File: src/rtl/i2cmem_pkg.sv
package i2cmem_pkg;

  // Events seen on the oversampled bus lines
  typedef struct packed {
    logic sdaBit;
    logic sclRise;
    logic sclFall;
    logic startEv;
    logic stopEv;
  } busEv_t;

  // One-cycle strobes from control to datapath
  typedef struct packed {
    logic rxShift;
    logic loadHi;
    logic loadLo;
    logic memWrite;
    logic memRead;
    logic txShift;
  } ctrlStrb_t;

  typedef enum logic [2:0] {
    ST_IDLE,
    ST_RECV,
    ST_ACK,
    ST_SEND,
    ST_MACK,
    ST_IGNORE
  } ctrlState_t;

  typedef enum logic [1:0] {
    BK_DEV,
    BK_AHI,
    BK_ALO,
    BK_DATA
  } byteKind_t;

endpackage

File: src/rtl/i2cmem_busdet.sv
module i2cmem_busdet
  import i2cmem_pkg::*;
#(
  parameter int SYNC_STAGES = 2
) (
  input  logic   clk,
  input  logic   rstN,
  input  logic   sclIn,
  input  logic   sdaIn,
  output logic   sclLevel,
  output busEv_t ev
);

  logic [SYNC_STAGES-1:0] sclSync;
  logic [SYNC_STAGES-1:0] sdaSync;
  logic sclQ;
  logic sdaQ;
  logic sclNow;
  logic sdaNow;

  // idle bus is high, so reset to 1 to avoid false edges
  always_ff @(posedge clk or negedge rstN) begin
    if (!rstN) begin
      sclSync <= '1;
      sdaSync <= '1;
      sclQ    <= 1'b1;
      sdaQ    <= 1'b1;
    end else begin
      sclSync[0] <= sclIn;
      sdaSync[0] <= sdaIn;
      for (int i = 1; i < SYNC_STAGES; i++) begin
        sclSync[i] <= sclSync[i-1];
        sdaSync[i] <= sdaSync[i-1];
      end
      sclQ <= sclNow;
      sdaQ <= sdaNow;
    end
  end

  assign sclNow   = sclSync[SYNC_STAGES-1];
  assign sdaNow   = sdaSync[SYNC_STAGES-1];
  assign sclLevel = sclNow;

  always_comb begin
    ev.sdaBit  = sdaNow;
    ev.sclRise = sclNow & ~sclQ;
    ev.sclFall = ~sclNow & sclQ;
    ev.startEv = sclNow & sclQ & sdaQ & ~sdaNow;
    ev.stopEv  = sclNow & sclQ & ~sdaQ & sdaNow;
  end

endmodule

File: src/rtl/i2cmem_ctrl.sv
module i2cmem_ctrl
  import i2cmem_pkg::*;
#(
  parameter logic [3:0] DEV_CODE = 4'b1010
) (
  input  logic      clk,
  input  logic      rstN,
  input  busEv_t    ev,
  input  logic [2:0] devSel,
  input  logic [7:0] rxNext,
  input  logic      txMsb,
  input  logic      txNext,
  output ctrlStrb_t strb,
  output logic      sdaOe
);

  localparam logic [3:0] LAST_BIT = 4'd7;
  localparam logic [3:0] BYTE_END = 4'd8;

  ctrlState_t state;
  byteKind_t  kind;
  logic [3:0] bitCnt;
  logic       readDir;
  logic       mAck;
  logic       devMatch;
  logic       noCond;
  logic       lastRise;

  assign devMatch = (rxNext[7:4] == DEV_CODE) && (rxNext[3:1] == devSel);
  assign noCond   = ~ev.startEv & ~ev.stopEv;
  assign lastRise = ev.sclRise && (bitCnt == LAST_BIT);

  always_comb begin
    strb = '0;
    if (noCond) begin
      unique case (state)
        ST_RECV: begin
          if (ev.sclRise && bitCnt < BYTE_END) begin
            strb.rxShift = 1'b1;
            if (lastRise) begin
              unique case (kind)
                BK_DEV:  strb.memRead  = devMatch & rxNext[0];
                BK_AHI:  strb.loadHi   = 1'b1;
                BK_ALO:  strb.loadLo   = 1'b1;
                BK_DATA: strb.memWrite = 1'b1;
                default: ;
              endcase
            end
          end
        end
        ST_SEND: strb.txShift = ev.sclFall && (bitCnt != BYTE_END);
        ST_MACK: strb.memRead = ev.sclRise & ~ev.sdaBit;
        default: ;
      endcase
    end
  end

  always_ff @(posedge clk or negedge rstN) begin
    if (!rstN) begin
      state   <= ST_IDLE;
      kind    <= BK_DEV;
      bitCnt  <= '0;
      readDir <= 1'b0;
      mAck    <= 1'b0;
      sdaOe   <= 1'b0;
    end else if (ev.startEv) begin
      state   <= ST_RECV;
      kind    <= BK_DEV;
      bitCnt  <= '0;
      readDir <= 1'b0;
      sdaOe   <= 1'b0;
    end else if (ev.stopEv) begin
      state  <= ST_IDLE;
      bitCnt <= '0;
      sdaOe  <= 1'b0;
    end else begin
      unique case (state)
        ST_RECV: begin
          if (ev.sclRise && bitCnt < BYTE_END) begin
            bitCnt <= 4'(bitCnt + 1);
            if (lastRise && kind == BK_DEV) begin
              if (devMatch) readDir <= rxNext[0];
              else          state   <= ST_IGNORE;
            end
          end else if (ev.sclFall && bitCnt == BYTE_END) begin
            state <= ST_ACK;
            sdaOe <= 1'b1;
          end
        end
        ST_ACK: begin
          if (ev.sclFall) begin
            bitCnt <= '0;
            if (readDir) begin
              state <= ST_SEND;
              sdaOe <= ~txMsb;
            end else begin
              state <= ST_RECV;
              sdaOe <= 1'b0;
              unique case (kind)
                BK_DEV:  kind <= BK_AHI;
                BK_AHI:  kind <= BK_ALO;
                default: kind <= BK_DATA;
              endcase
            end
          end
        end
        ST_SEND: begin
          if (ev.sclRise) begin
            bitCnt <= 4'(bitCnt + 1);
          end else if (ev.sclFall) begin
            if (bitCnt == BYTE_END) begin
              state <= ST_MACK;
              sdaOe <= 1'b0;
            end else begin
              sdaOe <= ~txNext;
            end
          end
        end
        ST_MACK: begin
          if (ev.sclRise) begin
            mAck <= ~ev.sdaBit;
          end else if (ev.sclFall) begin
            if (mAck) begin
              state  <= ST_SEND;
              bitCnt <= '0;
              sdaOe  <= ~txMsb;
            end else begin
              state <= ST_IGNORE;
            end
          end
        end
        default: ;
      endcase
    end
  end

endmodule

File: src/rtl/i2cmem_datapath.sv
module i2cmem_datapath
  import i2cmem_pkg::*;
#(
  parameter int ADDR_W = 13
) (
  input  logic              clk,
  input  logic              rstN,
  input  logic              sdaBit,
  input  logic              wpIn,
  input  ctrlStrb_t         strb,
  input  logic [7:0]        memRdata,
  output logic [7:0]        rxNext,
  output logic              txMsb,
  output logic              txNext,
  output logic [ADDR_W-1:0] memAddr,
  output logic              memWe,
  output logic [7:0]        memWdata,
  output logic              memRe
);

  localparam int HI_W = ADDR_W - 8;

  logic [6:0]        rxShift;
  logic [7:0]        txShift;
  logic [HI_W-1:0]   addrHi;
  logic [ADDR_W-1:0] ptr;
  logic              rdValid;

  assign rxNext = {rxShift, sdaBit};
  assign txMsb  = txShift[7];
  assign txNext = txShift[6];

  always_ff @(posedge clk or negedge rstN) begin
    if (!rstN) begin
      rxShift  <= '0;
      txShift  <= '0;
      addrHi   <= '0;
      ptr      <= '0;
      rdValid  <= 1'b0;
      memAddr  <= '0;
      memWe    <= 1'b0;
      memWdata <= '0;
      memRe    <= 1'b0;
    end else begin
      memWe   <= 1'b0;
      memRe   <= 1'b0;
      rdValid <= memRe;
      if (strb.rxShift) rxShift <= rxNext[6:0];
      if (strb.loadHi)  addrHi  <= rxNext[HI_W-1:0];
      if (strb.loadLo)  ptr     <= {addrHi, rxNext};
      if (strb.memWrite) begin
        memWe    <= ~wpIn;
        memAddr  <= ptr;
        memWdata <= rxNext;
        ptr      <= ptr + 1'b1;
      end
      if (strb.memRead) begin
        memRe   <= 1'b1;
        memAddr <= ptr;
        ptr     <= ptr + 1'b1;
      end
      if (rdValid)           txShift <= memRdata;
      else if (strb.txShift) txShift <= {txShift[6:0], 1'b0};
    end
  end

endmodule

File: src/rtl/i2cmem_slave.sv
module i2cmem_slave
  import i2cmem_pkg::*;
#(
  parameter int         ADDR_W      = 13,
  parameter logic [3:0] DEV_CODE    = 4'b1010,
  parameter int         SYNC_STAGES = 2
) (
  input  logic              clk,
  input  logic              rstN,
  input  logic              sclIn,
  input  logic              sdaIn,
  input  logic [2:0]        devSel,
  input  logic              wpIn,
  output logic              sdaOe,
  output logic [ADDR_W-1:0] memAddr,
  output logic              memWe,
  output logic [7:0]        memWdata,
  output logic              memRe,
  input  logic [7:0]        memRdata
);

  busEv_t    busEv;
  ctrlStrb_t strb;
  logic      sclLevel;
  logic      stopSeen;
  logic [7:0] rxNext;
  logic      txMsb;
  logic      txNext;

  assign stopSeen = busEv.stopEv;

  i2cmem_busdet #(.SYNC_STAGES(SYNC_STAGES)) u_busdet (
    .clk(clk), .rstN(rstN), .sclIn(sclIn), .sdaIn(sdaIn),
    .sclLevel(sclLevel), .ev(busEv)
  );

  i2cmem_ctrl #(.DEV_CODE(DEV_CODE)) u_ctrl (
    .clk(clk), .rstN(rstN), .ev(busEv), .devSel(devSel),
    .rxNext(rxNext), .txMsb(txMsb), .txNext(txNext),
    .strb(strb), .sdaOe(sdaOe)
  );

  i2cmem_datapath #(.ADDR_W(ADDR_W)) u_dp (
    .clk(clk), .rstN(rstN), .sdaBit(busEv.sdaBit), .wpIn(wpIn),
    .strb(strb), .memRdata(memRdata), .rxNext(rxNext),
    .txMsb(txMsb), .txNext(txNext), .memAddr(memAddr),
    .memWe(memWe), .memWdata(memWdata), .memRe(memRe)
  );

endmodule

File: config.mk
export PLATFORM = sky130hd
export DESIGN_NAME = i2cmem_slave
export DESIGN_NICKNAME = d
export VERILOG_FILES = /design/src/rtl/i2cmem_pkg.sv /design/src/rtl/i2cmem_busdet.sv /design/src/rtl/i2cmem_ctrl.sv /design/src/rtl/i2cmem_datapath.sv /design/src/rtl/i2cmem_slave.sv
export SDC_FILE = /design/constraint.sdc
export NUM_CORES = 1
export LEC_CHECK = 0
export ABC_AREA = 1
export BUFFER_PORTS_ARGS = -buffer_cell sky130_fd_sc_hd__buf_2
export CELL_PAD_IN_SITES_DETAIL_PLACEMENT = 1
export CELL_PAD_IN_SITES_GLOBAL_PLACEMENT = 1
export CORE_ASPECT_RATIO = 1.25
export CORE_MARGIN = 5
export CORE_UTILIZATION = 35
export CTS_BUF_LIST = sky130_fd_sc_hd__clkbuf_4 sky130_fd_sc_hd__clkbuf_8
export CTS_CLUSTER_DIAMETER = 100
export DETAILED_ROUTE_END_ITERATION = 7
export GPL_TIMING_DRIVEN = 0
export PLACE_DENSITY = 0.73
export SYNTH_ARGS = -nofsm -noshare
export SYNTH_HDL_FRONTEND = slang
export SYNTH_HIERARCHICAL = 1
export SYNTH_SLANG_ARGS = --single-unit
File: constraint.sdc
create_clock -name clk -period 3.2 [get_ports clk]
set_clock_uncertainty 0.2 [all_clocks]
set_input_delay 0.32 -clock clk [delete_from_list [all_inputs] [get_ports clk]]
set_output_delay 0.32 -clock clk [all_outputs]
set_load 0.02 [all_outputs]
==> metrics.txt, run 1 <==
type of the worst setup path reg -> reg; post-route setup TNS 0 ns; die height 128 um; CTS tree yes; synthesized net count 536; crit path DAT 2.89 ns; number of port buffers 39; hold slack final 0.0323 ns; max-slew violations 0; Final Hold Fails 0; unrepaired setup endpoints after global routing no; Area growth syn-to-layout 17.4%; vias in the first global route 3893; gr ovfl total 0; share of Yosys cell area claimed by the top area cell type 0.445; EDFF count, synth 0; ANT nets after route 0; overall routed net length 10500 um; starting density of the core 0.353; slowest stage delay, CP 0.55 ns; P per Cell Area 739 nW/um^2; Die X-Extent 104 um; flop-to-flop setup slack 0.38 ns; share of layout cells above drive strength 1 0.171; Max FO, Critical Path 10; VDD IR max 0.327 mV; most frequent cells in the layout nand2_1, dfrtp_1, nor2_1; max-cap violations 0; synth warn 6; Unique masters post-synth 29; First-pass DRT Iterations 4; worst-margin pin slew 0.507 ns; Pwr Total 3.37 mW; Post-synth top flop dfrtp_1; CP Capture Type flop; Final nets 598; ranking of synthesized cells by area dfrtp_1, nand2_1, nor2_1, inv_1, nand3_1; Req. time, crit path 3.26 ns; Leak 2.28 nW; PostCTS Resize Cnt 0; maximum clock frequency 354 MHz; CTS Buffer Depth 2; Synth async-reset ratio 1.00; cell row count 43; Die ar. 13300 sq um; synthesized cell area 3880 sq um; slowest stage cell, crit path dfstp_2; CP cell instances inv_1 -> nor2_1 -> inv_2 -> nor2_2 -> nand2_1 -> nor4_1 -> inv_1 -> clkbuf_1 -> o21ai_0 -> nand2_1 -> o21ai_0; most common cell after layout, fill and taps aside nand2_1; Core Region 11000 sq um; total number of vias 3546; max_slew headroom 0.659; Avg WL per Cell 14.6 um; critical path launch point type flop; fin crit period 2.82 ns; Clk pin slew, worst setup/hold paths 0.07 ns; Synth area leader dfrtp_1; largest net degree at the start of global routing 44; n_diodes 0; DP HPWL 7990 um; Seq/Total Area, Yosys 0.486; Avg Cell Area, Syn 7.50 sq um; Num Clock Sinks 75; Worst-Skew Late Latency 0.36 ns; Yosys reg bits 75; routability cong. 0.844; outcome finished clean; HP Class in -> reg; DRT iter0 DRCs 75; I/O pin total 40; Final Cycle Share 0.882; synthesized instance count 517; DRC 0; GRT Util Overall 0.168; cts bufs inserted 9; initial antenna violation count 0; CTS root buffer clkbuf_8; Layout fillers 1390; H-tree lvl count 3; vias per inst 4.93; final setup vio count 0; first-pass GRT wire length 18400 um
flip-flops by register name (all words and copies together), names as in the netlist, 2 cells and up:
register / count
u_ctrl/bitCnt: 4
u_dp/memWdata: 8
u_dp/txShift: 8
u_ctrl/kind: 2
u_busdet/sdaSync: 2
u_dp/rxShift: 7
u_busdet/sclSync: 2
u_dp/memAddr: 13
u_ctrl/state: 3
u_dp/ptr: 13
u_dp/addrHi: 5
what timing repair did:
item | CTS | global route
buffers inserted | 0 | 0
hold buffers | 11 | 0
endpoints found under the hold margin | 36 | 0
cells by family (layout without fill, tap and decap cells):
logic type	count (synthesis)	after routing	synth area share
xor+xnor	1	1	0.00226
simple gates	294	294	0.330
fa+ha+maj	3	3	0.00968
compound gates	65	65	0.0894
buf+inv	79	146	0.0826
flops	75	75	0.486
routing by layer:
layer	GRT usage	wire length, um	vias up
met5	0	0	-
met4	0.0678	245	0
met3	0.0312	268	20
met2	0.315	5570	40
met1	0.187	4380	1727
li1	-	-	1759
final timing paths:
check / start / to / cells after the start
max: u_busdet/sclSync[1] / u_dp/ptr[0] / 11
min: memRdata[4] / u_dp/txShift[4] / 3
max reg2reg: u_busdet/sclSync[1] / u_dp/ptr[0] / 11
min reg2reg: u_busdet/sdaSync[0] / u_busdet/sdaSync[1] / 0
max in group asynchronous: rstN / u_dp/memAddr[2] / 3
min in group asynchronous: rstN / u_dp/rxShift[6] / 2
per-stage QoR:
stage                     cell area (sq um)  setup WS, ns  utilization  std cells
final                                  4550         0.377        0.415        719
after global routing                   4550        0.0510        0.415        719
after CTS                              4550         0.331        0.415        719
after detailed placement               4270         0.368        0.389        692
after global placement                 4240         0.379        0.386        691
after floorplan                        3880         0.839            -        517
cell type report:
type                            count  area, sq um  area share
Tap cell                          135          169      0.0371
Inverter                           66          248      0.0544
Sequential cell                    75         1880       0.414
Multi-Input combinational cell    363         1670       0.367
Clock inverter                      3         17.5     0.00385
Clock buffer                       13          154      0.0338
Buffer                             13         72.6      0.0159
Timing Repair Buffer               51          335      0.0736
Yosys cell counts (2+ instances only):
cell type  instances
nand2_1          147
dfrtp_1           69
nor2_1            68
inv_1             59
nand3_1           42
o21ai_0           42
nor2_2            10
a21oi_1            7
inv_2              7
nand4_1            7
dfstp_2            6
nand2_2            6
o211ai_1           6
o21ai_1            6
buf_4              5
buf_2              4
clkbuf_1           4
ha_1               3
nor3_1             3
nor4_1             3
nand3_2            2
nand3b_1           2
nor2_4             2
o22ai_1            2
worst max-delay path, delay by kind of cell (launching register included):
family,cells,cell delay (ns)
flip-flops,1,0.55
buffers and inverters,4,0.50
AO/OA/AOI/OAI,2,0.44
AND/OR/NAND/NOR,5,1.04
where the power goes:
group / internal (mW) / switching [mW]
sequential: 1.22 / 0.234
clock: 0.315 / 0.356
combinational: 0.418 / 0.825
total: 1.95 / 1.42
(Power assumes the default switching activity.)
==> run 2: changes to the inputs <==
--- a/config.mk
+++ b/config.mk
@@ -7,3 +7,2 @@
 export LEC_CHECK = 0
-export ABC_AREA = 1
 export BUFFER_PORTS_ARGS = -buffer_cell sky130_fd_sc_hd__buf_2
@@ -18,3 +17,3 @@
 export GPL_TIMING_DRIVEN = 0
-export PLACE_DENSITY = 0.73
+export PLACE_DENSITY = 0.69
 export SYNTH_ARGS = -nofsm -noshare
==> constraint.sdc (replaced) <==
create_clock -name clk -period 3.2 [get_ports clk]
set_clock_uncertainty 0.2 [all_clocks]
set_input_delay 0.8 -clock clk [delete_from_list [all_inputs] [get_ports clk]]
set_output_delay 0.8 -clock clk [all_outputs]
set_load 0.02 [all_outputs]
==> metrics.txt, run 2 <==
Avg Cell Area, Syn 10.1 sq um (+35%); type of the worst setup path reg -> reg; commonest cells in the netlist dfrtp_1, nand2_1, o21ai_0; Die ar. 13100 sq um (-1.4%); Num Clock Sinks 75 (unchanged); number of port buffers 39 (unchanged); synth warn 6 (unchanged); cell area after layout 4510 sq um (-1.0%); Max FO, Critical Path 8 (-2); reg2reg path depth 10 (-1); post-route setup TNS 0 ns (unchanged); share of layout cells above drive strength 1 0.293 (+0.122); Synth area leader dfrtp_1; cell row count 42 (-2.3%); worst-margin pin slew 1.03 ns (+0.520 ns); share of Yosys cell area claimed by the top area cell type 0.452 (+0.00715); crit path DAT 3.22 ns (+0.33 ns); synthesized net count 396 (-26%); synthesized cell area 3820 sq um (-1.6%); Top Registers u_dp/memAddr (13), u_dp/ptr (13); maximum clock frequency 317 MHz (-10%); ANT nets after route 0 (unchanged); vias per inst 5.37 (+8.8%); CTS Hold Bufs 0 (-11); max-slew violations 0 (unchanged); routability cong. 0.888 (+5.2%); gr ovfl total 0 (unchanged); HP Class reg -> reg; cts bufs inserted 9 (unchanged); vias in the first global route 3302 (-15%); Avg WL per Cell 17.8 um (+22%); first-pass GRT wire length 16800 um (-8.8%); Worst R2R Start u_busdet/sclSync[1]; Die X-Extent 103 um (-0.72%); CTS root buffer clkbuf_8; DRC 0 (unchanged); post-layout util 0.424 (+0.00960); hold slack final 0.142 ns (+0.109 ns); ranking of synthesized cells by area dfrtp_1, mux2_2, nand2_1, dfstp_2, mux2i_1; CTS Buffer Depth 2 (unchanged); critical path launch point type flop; DRT iter0 DRCs 89 (+19%); WHS Endpoint u_busdet/sclSync[1]; Post-synth top flop dfrtp_1; First-pass DRT Iterations 4 (unchanged); total number of vias 3054 (-14%); H-tree lvl count 3 (unchanged); final setup vio count 0 (unchanged); Seq/Total Area, Yosys 0.494 (+0.00781); initial antenna violation count 0 (unchanged); largest net degree at the start of global routing 43 (-2.3%); Yosys reg bits 75 (unchanged); Placed Area 4210 sq um (-1.4%); Clk pin slew, worst setup/hold paths 0.08 ns (about the same); Core Region 10600 sq um (-3.3%); Leak 2.06 nW (-9.5%); synthesized instance count 377 (-27%); DP HPWL 7270 um (-9.0%); flop-to-flop setup slack 0.05 ns (-0.33 ns); I/O pin total 40 (unchanged); Worst-Skew Late Latency 0.35 ns (about the same); most frequent cell after synthesis dfrtp_1; Area growth syn-to-layout 18.1%; Req. time, crit path 3.27 ns (about the same); GRT Util Overall 0.163 (-0.00507); r2r endpoint u_dp/ptr[11]; VDD IR max 0.234 mV (-28%); most frequent cells in the layout dfrtp_1, nand2_1, buf_2; Final Hold Fails 0 (unchanged); CTS tree yes; placed insts 549 (-21%); Final Cycle Share 0.986 (+0.103); Unique masters post-synth 59 (+100%); P per Cell Area 668 nW/um^2 (-9.6%); die height 127 um (-0.73%); HP Start u_busdet/sclSync[0]; EDFF count, synth 0 (unchanged); Final nets 452 (-24%); most common cell after layout, fill and taps aside dfrtp_1; Pwr Total 3.01 mW (-11%); Setup WS post-layout 0.0462 ns (-0.331 ns); fin cells 569 (-21%); fin crit period 3.15 ns (+0.331 ns); CP Capture Type flop; overall routed net length 10100 um (-3.1%); max-cap violations 0 (unchanged); starting density of the core 0.360 (+0.00622); DP Worst Slack -0.621 ns (-0.989 ns); outcome finished clean; Synth async-reset ratio 1.00 (unchanged); n_diodes 0 (unchanged); max_slew headroom 0.309 (-0.350); WHS Path Cells 0 (-3)
[run 2: cell families after synthesis]
kind of cell / count (synthesis) / share of synthesized area
AO/OA/AOI/OAI: 78 / 0.135
XOR/XNOR: 4 / 0.00918
adder cells (fa/ha/maj): 3 / 0.00984
buffers and inverters: 35 / 0.0436
flip-flops: 75 / 0.494
multiplexers: 37 / 0.106
AND/OR/NAND/NOR: 145 / 0.202
[run 2: final cells by class]
| cell class | count | area (sq um) |
|---|---|---|
| clock inverters | 4 | 51.3 |
| well taps | 132 | 165 |
| repair buffers | 46 | 267 |
| fillers | 1215 | 6110 |
| multi-input cells | 267 | 1820 |
| flip-flops and latches | 75 | 1880 |
| inverters | 11 | 41.3 |
| clock buffers | 11 | 145 |
| plain buffers | 23 | 130 |
[run 2: how the worst max path moves through the flow]
stage                             start               to  slack, ns
floorplan           u_busdet/sclSync[1]     u_dp/ptr[11]       0.08
global placement    u_busdet/sclSync[1]     u_dp/ptr[11]      -0.63
detailed placement  u_busdet/sclSync[1]  u_dp/memAddr[5]      -0.62
CTS                 u_busdet/sclSync[1]     u_dp/ptr[11]       0.01
global route        u_busdet/sclSync[1]     u_dp/ptr[11]      -0.06
finish              u_busdet/sclSync[1]     u_dp/ptr[11]       0.05
[run 2: worst max-delay path, stage by stage (launching register included)]
cell and delay [ns]:
dfstp_2 0.57, nor2b_4 0.25, nor4b_4 0.32, nand2_2 0.17, nor3_2 0.17, a21oi_2 0.10, a2111oi_4 0.22, buf_6 0.19
o21ai_1 0.08, or4_1 0.53, a211oi_2 0.25
[run 2: report_power, final]
| group | total (mW) | internal [mW] | leakage [nW] | switching, mW |
|---|---|---|---|---|
| sequential | 1.31 | 1.12 | 0.952 | 0.191 |
| clock | 0.736 | 0.386 | 0.0988 | 0.350 |
| combinational | 0.965 | 0.416 | 1.01 | 0.550 |
[run 2: what timing repair did]
item                       CTS  global route
pin swaps                    1             2
setup buffers                3             3
gates resized for setup      5            10
setup endpoints to repair   31            27
[run 2: routing by layer]
metal  wire [um]  vias to the layer above  track usage
met5           0                        -            0
met4         153                        0       0.0511
met3         382                       14       0.0406
met2        5120                       56        0.269
met1        4490                     1530        0.207
li1            -                     1454            -
